--- src/rtl/sbm_pkg.sv ---
package sbm_pkg;
  // Number of expected symbol pairs per radix-2 step (rate 1/2 -> 2 bits)
  localparam int SYM_BITS = 2;
  localparam int NUM_SYM  = 1 << SYM_BITS;
  localparam int NUM_PAIR = NUM_SYM * NUM_SYM;

  typedef enum logic {
    PH_FIRST  = 1'b0,
    PH_SECOND = 1'b1
  } pair_phase_e;
endpackage

--- src/rtl/sbm_r2_calc.sv ---
module sbm_r2_calc
  import sbm_pkg::*;
#(
  parameter int SAMP_W = 3,
  parameter int R2_W   = 4
) (
  input  logic [SAMP_W-1:0]       samp_a,
  input  logic [SAMP_W-1:0]       samp_b,
  output logic [NUM_SYM*R2_W-1:0] metrics
);
  localparam logic [SAMP_W-1:0] TOP_LVL = {SAMP_W{1'b1}};

  // Distance to the ideal level: the level is either 0 or full scale,
  // so the absolute value needs no sign handling.
  function automatic logic [R2_W-1:0] lvl_dist(input logic [SAMP_W-1:0] g,
                                               input logic bit_one);
    logic [SAMP_W-1:0] d;
    d = bit_one ? (TOP_LVL - g) : g;
    return R2_W'(d);
  endfunction

  for (genvar s = 0; s < NUM_SYM; s++) begin : g_sym
    localparam logic [SYM_BITS-1:0] SV = SYM_BITS'(s);
    assign metrics[s*R2_W +: R2_W] = lvl_dist(samp_a, SV[1]) + lvl_dist(samp_b, SV[0]);
  end
endmodule

--- src/rtl/sbm_pair_ctrl.sv ---
module sbm_pair_ctrl
  import sbm_pkg::*;
(
  input  logic clk,
  input  logic rst_n,
  input  logic in_valid,
  output logic take_first,
  output logic take_second
);
  pair_phase_e phase_q;

  assign take_first  = in_valid && (phase_q == PH_FIRST);
  assign take_second = in_valid && (phase_q == PH_SECOND);

  always_ff @(posedge clk or negedge rst_n) begin
    if (!rst_n) begin
      phase_q <= PH_FIRST;
    end else if (take_first) begin
      phase_q <= PH_SECOND;
    end else if (take_second) begin
      phase_q <= PH_FIRST;
    end
  end
endmodule

--- src/rtl/sbm_r4_combine.sv ---
module sbm_r4_combine
  import sbm_pkg::*;
#(
  parameter int R2_W = 4,
  parameter int R4_W = 5
) (
  input  logic [NUM_SYM*R2_W-1:0]  first_m,
  input  logic [NUM_SYM*R2_W-1:0]  second_m,
  output logic [NUM_PAIR*R4_W-1:0] sums
);
  function automatic logic [R4_W-1:0] join_sum(input logic [R2_W-1:0] a,
                                               input logic [R2_W-1:0] b);
    return R4_W'(a) + R4_W'(b);
  endfunction

  for (genvar p = 0; p < NUM_SYM; p++) begin : g_p
    for (genvar q = 0; q < NUM_SYM; q++) begin : g_q
      assign sums[(p*NUM_SYM+q)*R4_W +: R4_W] =
        join_sum(first_m[p*R2_W +: R2_W], second_m[q*R2_W +: R2_W]);
    end
  end
endmodule

--- src/rtl/soft_bm_unit.sv ---
module soft_bm_unit
  import sbm_pkg::*;
#(
  parameter int SAMP_W = 3,
  parameter int R2_W   = $clog2(2 * ((1 << SAMP_W) - 1) + 1),
  parameter int R4_W   = $clog2(4 * ((1 << SAMP_W) - 1) + 1)
) (
  input  logic                     clk,
  input  logic                     rst_n,
  input  logic                     in_valid,
  input  logic [SAMP_W-1:0]        samp_a,
  input  logic [SAMP_W-1:0]        samp_b,
  output logic                     r2_valid,
  output logic [NUM_SYM*R2_W-1:0]  r2_metrics,
  output logic                     r4_valid,
  output logic [NUM_PAIR*R4_W-1:0] r4_metrics
);
  logic [NUM_SYM*R2_W-1:0]  r2_now;
  logic [NUM_SYM*R2_W-1:0]  first_stage_q;
  logic [NUM_PAIR*R4_W-1:0] r4_now;
  logic                     take_first;
  logic                     take_second;

  sbm_r2_calc #(.SAMP_W(SAMP_W), .R2_W(R2_W)) u_r2 (
    .samp_a (samp_a),
    .samp_b (samp_b),
    .metrics(r2_now)
  );

  sbm_pair_ctrl u_ctrl (
    .clk        (clk),
    .rst_n      (rst_n),
    .in_valid   (in_valid),
    .take_first (take_first),
    .take_second(take_second)
  );

  sbm_r4_combine #(.R2_W(R2_W), .R4_W(R4_W)) u_r4 (
    .first_m (first_stage_q),
    .second_m(r2_now),
    .sums    (r4_now)
  );

  always_ff @(posedge clk or negedge rst_n) begin
    if (!rst_n) begin
      r2_valid      <= 1'b0;
      r2_metrics    <= '0;
      r4_valid      <= 1'b0;
      r4_metrics    <= '0;
      first_stage_q <= '0;
    end else begin
      r2_valid <= in_valid;
      r4_valid <= take_second;
      if (in_valid)    r2_metrics    <= r2_now;
      if (take_first)  first_stage_q <= r2_now;
      if (take_second) r4_metrics    <= r4_now;
    end
  end
endmodule

--- config.mk ---
export PLATFORM = sky130hd
export DESIGN_NAME = soft_bm_unit
export DESIGN_NICKNAME = d
export VERILOG_FILES = /design/src/rtl/sbm_pkg.sv /design/src/rtl/sbm_r2_calc.sv /design/src/rtl/sbm_pair_ctrl.sv /design/src/rtl/sbm_r4_combine.sv /design/src/rtl/soft_bm_unit.sv
export SDC_FILE = /design/constraint.sdc
export NUM_CORES = 1
export LEC_CHECK = 0
export BUFFER_PORTS_ARGS = -buffer_cell sky130_fd_sc_hd__clkbuf_2
export CAP_MARGIN = 30
export CORE_ASPECT_RATIO = 1.25
export CORE_MARGIN = 2
export CORE_UTILIZATION = 50
export CTS_CLUSTER_DIAMETER = 80
export CTS_CLUSTER_SIZE = 24
export DETAILED_ROUTE_END_ITERATION = 6
export PLACE_DENSITY = 0.73
export SYNTH_ARGS = -nofsm -noshare
export SYNTH_HDL_FRONTEND = slang
export SYNTH_SLANG_ARGS = --single-unit
--- constraint.sdc ---
create_clock -name clk -period 1.74 [get_ports clk]
set_input_delay 0.087 -clock clk [delete_from_list [all_inputs] [get_ports clk]]
set_output_delay 0.087 -clock clk [all_outputs]
set_load 0.05 [all_outputs]
Word-level counts from Yosys, hierarchy flattened
Cells that the tools add are included.

Add/sub/neg operators: 22. Multiplexer cells: 2. Reductions and logical operators: 3. Bitwise operators: 1.

Operators by type and width (count): 4-bit by 4-bit adder with 5-bit output (16); 3-bit by 3-bit adder with 4-bit output (4); 3-bit subtractor, first input constant (2); 1-bit logical AND (2); 1-bit two-way mux (2); 2-bit nonzero test (1); 1-bit NOT (1).

Input bits: 9. Word-level logic and storage cells: 34. Output and inout port bits: 98. Flip-flop bits (word level): 115.

Longest topological paths before layout
Depth in word-level cells: 3. Gate-level depth with buffers: 10. Gate-level depth less buffers: 10.

Hierarchy
From an unflattened synthesis, not the netlist that was laid out.

Cells, all modules: 514. Area, all modules: 7150.6 µm².

By module, submodules not included: soft_bm_unit (times used 1, area each 4630.7 µm², sequential area each 2852.7 µm², cells each 239); sbm_r4_combine (times used 1, area each 2082.0 µm², sequential area each 0.0 µm², cells each 229); sbm_r2_calc (times used 1, area each 387.9 µm², sequential area each 0.0 µm², cells each 42); sbm_pair_ctrl (times used 1, area each 50.0 µm², sequential area each 25.0 µm², cells each 4).

Worst setup path after synthesis
Ideal clock, no wire load.

Path type: input port to flip-flop. Start: input port samp_b[0]. End: register r4_metrics[28]. Path buffers: 0. Cell stages on the path: 10. Setup time: 69 ps. Data required time: 1671 ps. Slack: -308 ps. Arrival time: 1979 ps. Cell sequence: inv_1 -> ha_1 -> inv_1 -> fa_1 -> xnor2_1 -> inv_1 -> ha_1 -> inv_1 -> or4_1 -> nand3_1.

Longest elaborated chain between the ends: 3.

RTL lines: from (decl) (line soft_bm_unit.sv:12) `input logic [SAMP_W-1:0] samp_b,`; 3-bit subtractor; 3-bit by 3-bit adder with 4-bit output (line sbm_r2_calc.sv:24) `assign metrics[s*R2_W +: R2_W] = lvl_dist(samp_a, SV[1]) + lvl_dist(samp_b, SV[0]);`; named net r2_now[6] (line soft_bm_unit.sv:18) `logic [NUM_SYM*R2_W-1:0] r2_now;`; 4-bit by 4-bit adder with 5-bit output (line sbm_r4_combine.sv:13) `return R4_W'(a) + R4_W'(b);`; to (signal assigned) (line soft_bm_unit.sv:56) `if (take_second) r4_metrics <= r4_now;`; to (decl) (line soft_bm_unit.sv:16) `output logic [NUM_PAIR*R4_W-1:0] r4_metrics`.

The timed path passes the listed nets, and every way through them passes these cells. A chain may end at the register's enable or synchronous reset.

Worst setup path in the final report
Start: input port samp_b[0]. End: register r4_metrics[18].

The elaborated chain is that of the path after synthesis.

==> run metrics <==
initial antenna violation count=0; Die Wd=102 um; clock latency reported for the late side of the worst-skew pair=0.36 ns; via/cell ratio=roughly 5.6; share of cells above drive strength 1=0.438; io pins=about 110; buffer type at the clock tree root=sky130_fd_sc_hd__clkbuf_16; area share of xor/xnor cells in the synthesized design=0.0306; total congestion overflow=0; All-Layer GR Usage=0.287; register area=about 0.0025 mm^2; ANT cells=0; Mapped Area=0.00602 mm^2; type of origin of the critical path=input pin; vias=between 5000 and 6000; setup repair after global routing missed its margin=true; wire length of the first global-routing pass=around 28000 um; clock sinks=a little under 100; count of cell types in the netlist=28; highest-count cells in the layout ignoring fill and taps=sky130_fd_sc_hd__buf_4 (112), sky130_fd_sc_hd__clkbuf_2 (101), sky130_fd_sc_hd__dfrtp_1 (99), sky130_fd_sc_hd__nand2_1 (93), sky130_fd_sc_hd__a21oi_1 (41); violated checks=setup timing; core area=0.0117 mm^2; wirelength, routed=18800 um; Chip Height=127 um; number of max-cap violations=0; fraction of the mapped netlist area in compound gates=0.129; largest net degree at the start of global routing=54; most common cell after layout, fill and taps aside=sky130_fd_sc_hd__buf_4; dominant combinational cell family by area after synthesis=adder cells; TritonCTS clock tree=done; HPWL after DPL=roughly 13000 um; maximum frequency from static timing analysis=about 530 MHz; DRC violation count after routing=0; mean cell area of the mapped netlist=9.78 um^2; total power draw=18.1 mW; simple-gate portion of the synthesized area=0.139; final slew viol count=0; number of search-and-repair iterations in the first detailed-routing pass=5; count of endpoints failing hold in the final timing report=0; post-synthesis instance total=615; area of combinational cells with multiple inputs=0.00381 mm^2; Rows=44; routed wire length per instance=19.2 um; Inserted Clock Buffers=9; clock-pin slew reported for the worst setup and hold paths after clock tree synthesis=about 0.080 ns; area added between synthesis and finish=43.0%; number of buffer cells added on primary ports=106; Setup Crit Path Kind=in -> reg; Post-layout nets=~900; Setup violations, final=15; kind of end point of the critical path=flip-flop; residual antenna-violating net count after detailed routing=0; multiplexer share of the synthesized area=0.0150; Setup TNS=-0.692 ns; maximum level of the CTS H-tree=3; gpl congestion=0.909; ratio of total power to cell area=approximately 2100 mW/mm^2; die footprint=between 0.01 and 0.015 mm^2; final core utilization=0.737; Ys Warns=0; Bufs on Longest Clock Path=2; status=finished with violations; class of the worst hold path=in -> async; number of fillers in the final layout=between 700 and 800; worst setup slack after layout=-0.129 ns; total nets after synthesis=just over 700; post-route clock period utilization=1.07; endpoint required time on the critical path=between 2 and 2.5 ns; time the final worst path needs with I/O delays and setup=between 1.5 and 2 ns; synthesized flop and latch total=99; leak pwr=slightly above 4 nW; transition at the pin with the smallest max-transition slack=slightly above 0.6 ns; Initial DRC Count=about 400; synthesized-area fraction occupied by adder cells=0.204; register area share after synthesis=0.412; maximum clock skew at final layout=0.0104 ns; maximum vdd drop=1050 uV; crit-path max FO=3; critical path arrival=about 2.2 ns; Max transition margin=0.590; via count of the first global-routing pass=5652; effective utilization at floorplan=0.516
-- synth_stat cells --
library cell / number / area [um^2]
sky130_fd_sc_hd__o2111ai_1: 14 / 123
sky130_fd_sc_hd__inv_1: 58 / 218
sky130_fd_sc_hd__a21o_1: 12 / 90.1
sky130_fd_sc_hd__xor2_1: 7 / 61.3
sky130_fd_sc_hd__clkbuf_1: 16 / 60.1
sky130_fd_sc_hd__buf_6: 1 / 11.3
sky130_fd_sc_hd__nor2b_1: 9 / 56.3
sky130_fd_sc_hd__o21bai_1: 2 / 15.0
sky130_fd_sc_hd__clkbuf_2: 1 / 5.00
sky130_fd_sc_hd__ha_1: 66 / 826
sky130_fd_sc_hd__mux2_2: 8 / 90.1
sky130_fd_sc_hd__nand2_2: 1 / 6.26
sky130_fd_sc_hd__dfrtp_1: 99 / 2480
sky130_fd_sc_hd__buf_4: 14 / 105
sky130_fd_sc_hd__a31oi_1: 6 / 37.5
sky130_fd_sc_hd__fa_1: 20 / 400
sky130_fd_sc_hd__xnor2_1: 14 / 123
sky130_fd_sc_hd__a211o_1: 2 / 17.5
sky130_fd_sc_hd__nand2b_1: 1 / 6.26
sky130_fd_sc_hd__a21oi_1: 50 / 250
sky130_fd_sc_hd__nand4_1: 2 / 12.5
sky130_fd_sc_hd__and4b_1: 14 / 140
sky130_fd_sc_hd__nand2_1: 94 / 353
sky130_fd_sc_hd__or4_1: 14 / 105
sky130_fd_sc_hd__buf_2: 6 / 30.0
sky130_fd_sc_hd__nand3_1: 18 / 90.1
sky130_fd_sc_hd__o21ai_0: 48 / 240
sky130_fd_sc_hd__nor2_1: 18 / 67.6
-- kinds of logic after synthesis --
| logic type | after synthesis |
|---|---|
| xor+xnor | 21 |
| flops | 99 |
| mux | 8 |
| buf+inv | 96 |
| simple gates | 171 |
| compound gates | 134 |
| fa+ha+maj | 86 |
-- sequential cells by signal (all words and copies together) (netlist names) --
signal and cells:
r2_valid 1, r4_metrics 68, first_stage_q 14, r4_valid 1, u_ctrl.phase_q 1, r2_metrics 14
-- worst max-delay path, stage by stage --
cell and delay, ns:
sky130_fd_sc_hd__clkbuf_16 0.14, sky130_fd_sc_hd__inv_12 0.06, sky130_fd_sc_hd__ha_4 0.13, sky130_fd_sc_hd__inv_2 0.04
sky130_fd_sc_hd__fa_2 0.38, sky130_fd_sc_hd__xnor2_4 0.17, sky130_fd_sc_hd__buf_4 0.16, sky130_fd_sc_hd__ha_4 0.28
sky130_fd_sc_hd__inv_1 0.06, sky130_fd_sc_hd__or4_1 0.55, sky130_fd_sc_hd__nand3_1 0.11
-- layer usage --
metal / global-route usage / wire length, um / vias to the layer above
met5: 0 / 0 / -
met4: 0.153 / 783 / 0
met3: 0.0413 / 1030 / 53
met2: 0.488 / 9760 / 217
met1: 0.349 / 7270 / 2716
li1: - / - / 2499
-- path summary, 6_finish.rpt --
kind                       depth (start not counted)                    startpoint                          to  slack [ns]
setup / recovery                                  11                     samp_b[0]  r4_metrics[18]$_DFFE_PN0P_       -0.13
hold / removal                                     2                         rst_n  r4_metrics[73]$_DFFE_PN0P_        0.16
setup reg to reg                                   4  first_stage_q[1]$_DFFE_PN0P_   r4_metrics[8]$_DFFE_PN0P_        0.01
hold reg to reg                                    2    r4_metrics[66]$_DFFE_PN0P_  r4_metrics[66]$_DFFE_PN0P_        0.48
max in group asynchronous                          3                         rst_n  r4_metrics[33]$_DFFE_PN0P_        0.95
min in group clk                                   2                      in_valid          r2_valid$_DFF_PN0_        0.21
-- where the power goes --
group	switching [mW]	internal, mW
clock network	0.942	0.972
logic	7.52	4.42
registers	0.965	3.28
-- metrics by stage --
step | setup slack (ns) | hold slack, ns | area (um^2) | cells
3_3_place_gp | -0.527 | -0.00402 | 7720 | 947
3_5_place_dp | -0.634 | 0.00698 | 7720 | 947
6_report | -0.129 | 0.158 | 8600 | 981
5_1_grt | -0.151 | 0.188 | 8600 | 981
2_1_floorplan | -0.202 | -0.209 | 6400 | 615
4_1_cts | -0.0850 | 0.160 | 8340 | 971
-- what timing repair did --
item	4_1_cts	5_1_grt
hold buffers	1	0
endpoints found under the hold margin	39	0
cloned	0	0
setup endpoints to repair	43	42
buffers inserted	8	11
gates resized for setup	47	37
pin swaps	34	24
-- area by class of cell --
type / count / share of cell area
Inverter: 58 / 0.0320
Timing Repair Buffer: 227 / 0.183
Multi-Input combinational cell: 420 / 0.442
Clock inverter: 6 / 0.00494
Sequential cell: 99 / 0.288
Tap cell: 161 / 0.0234
Clock buffer: 10 / 0.0266
No activity file was read; power rests on OpenSTA's default activity.
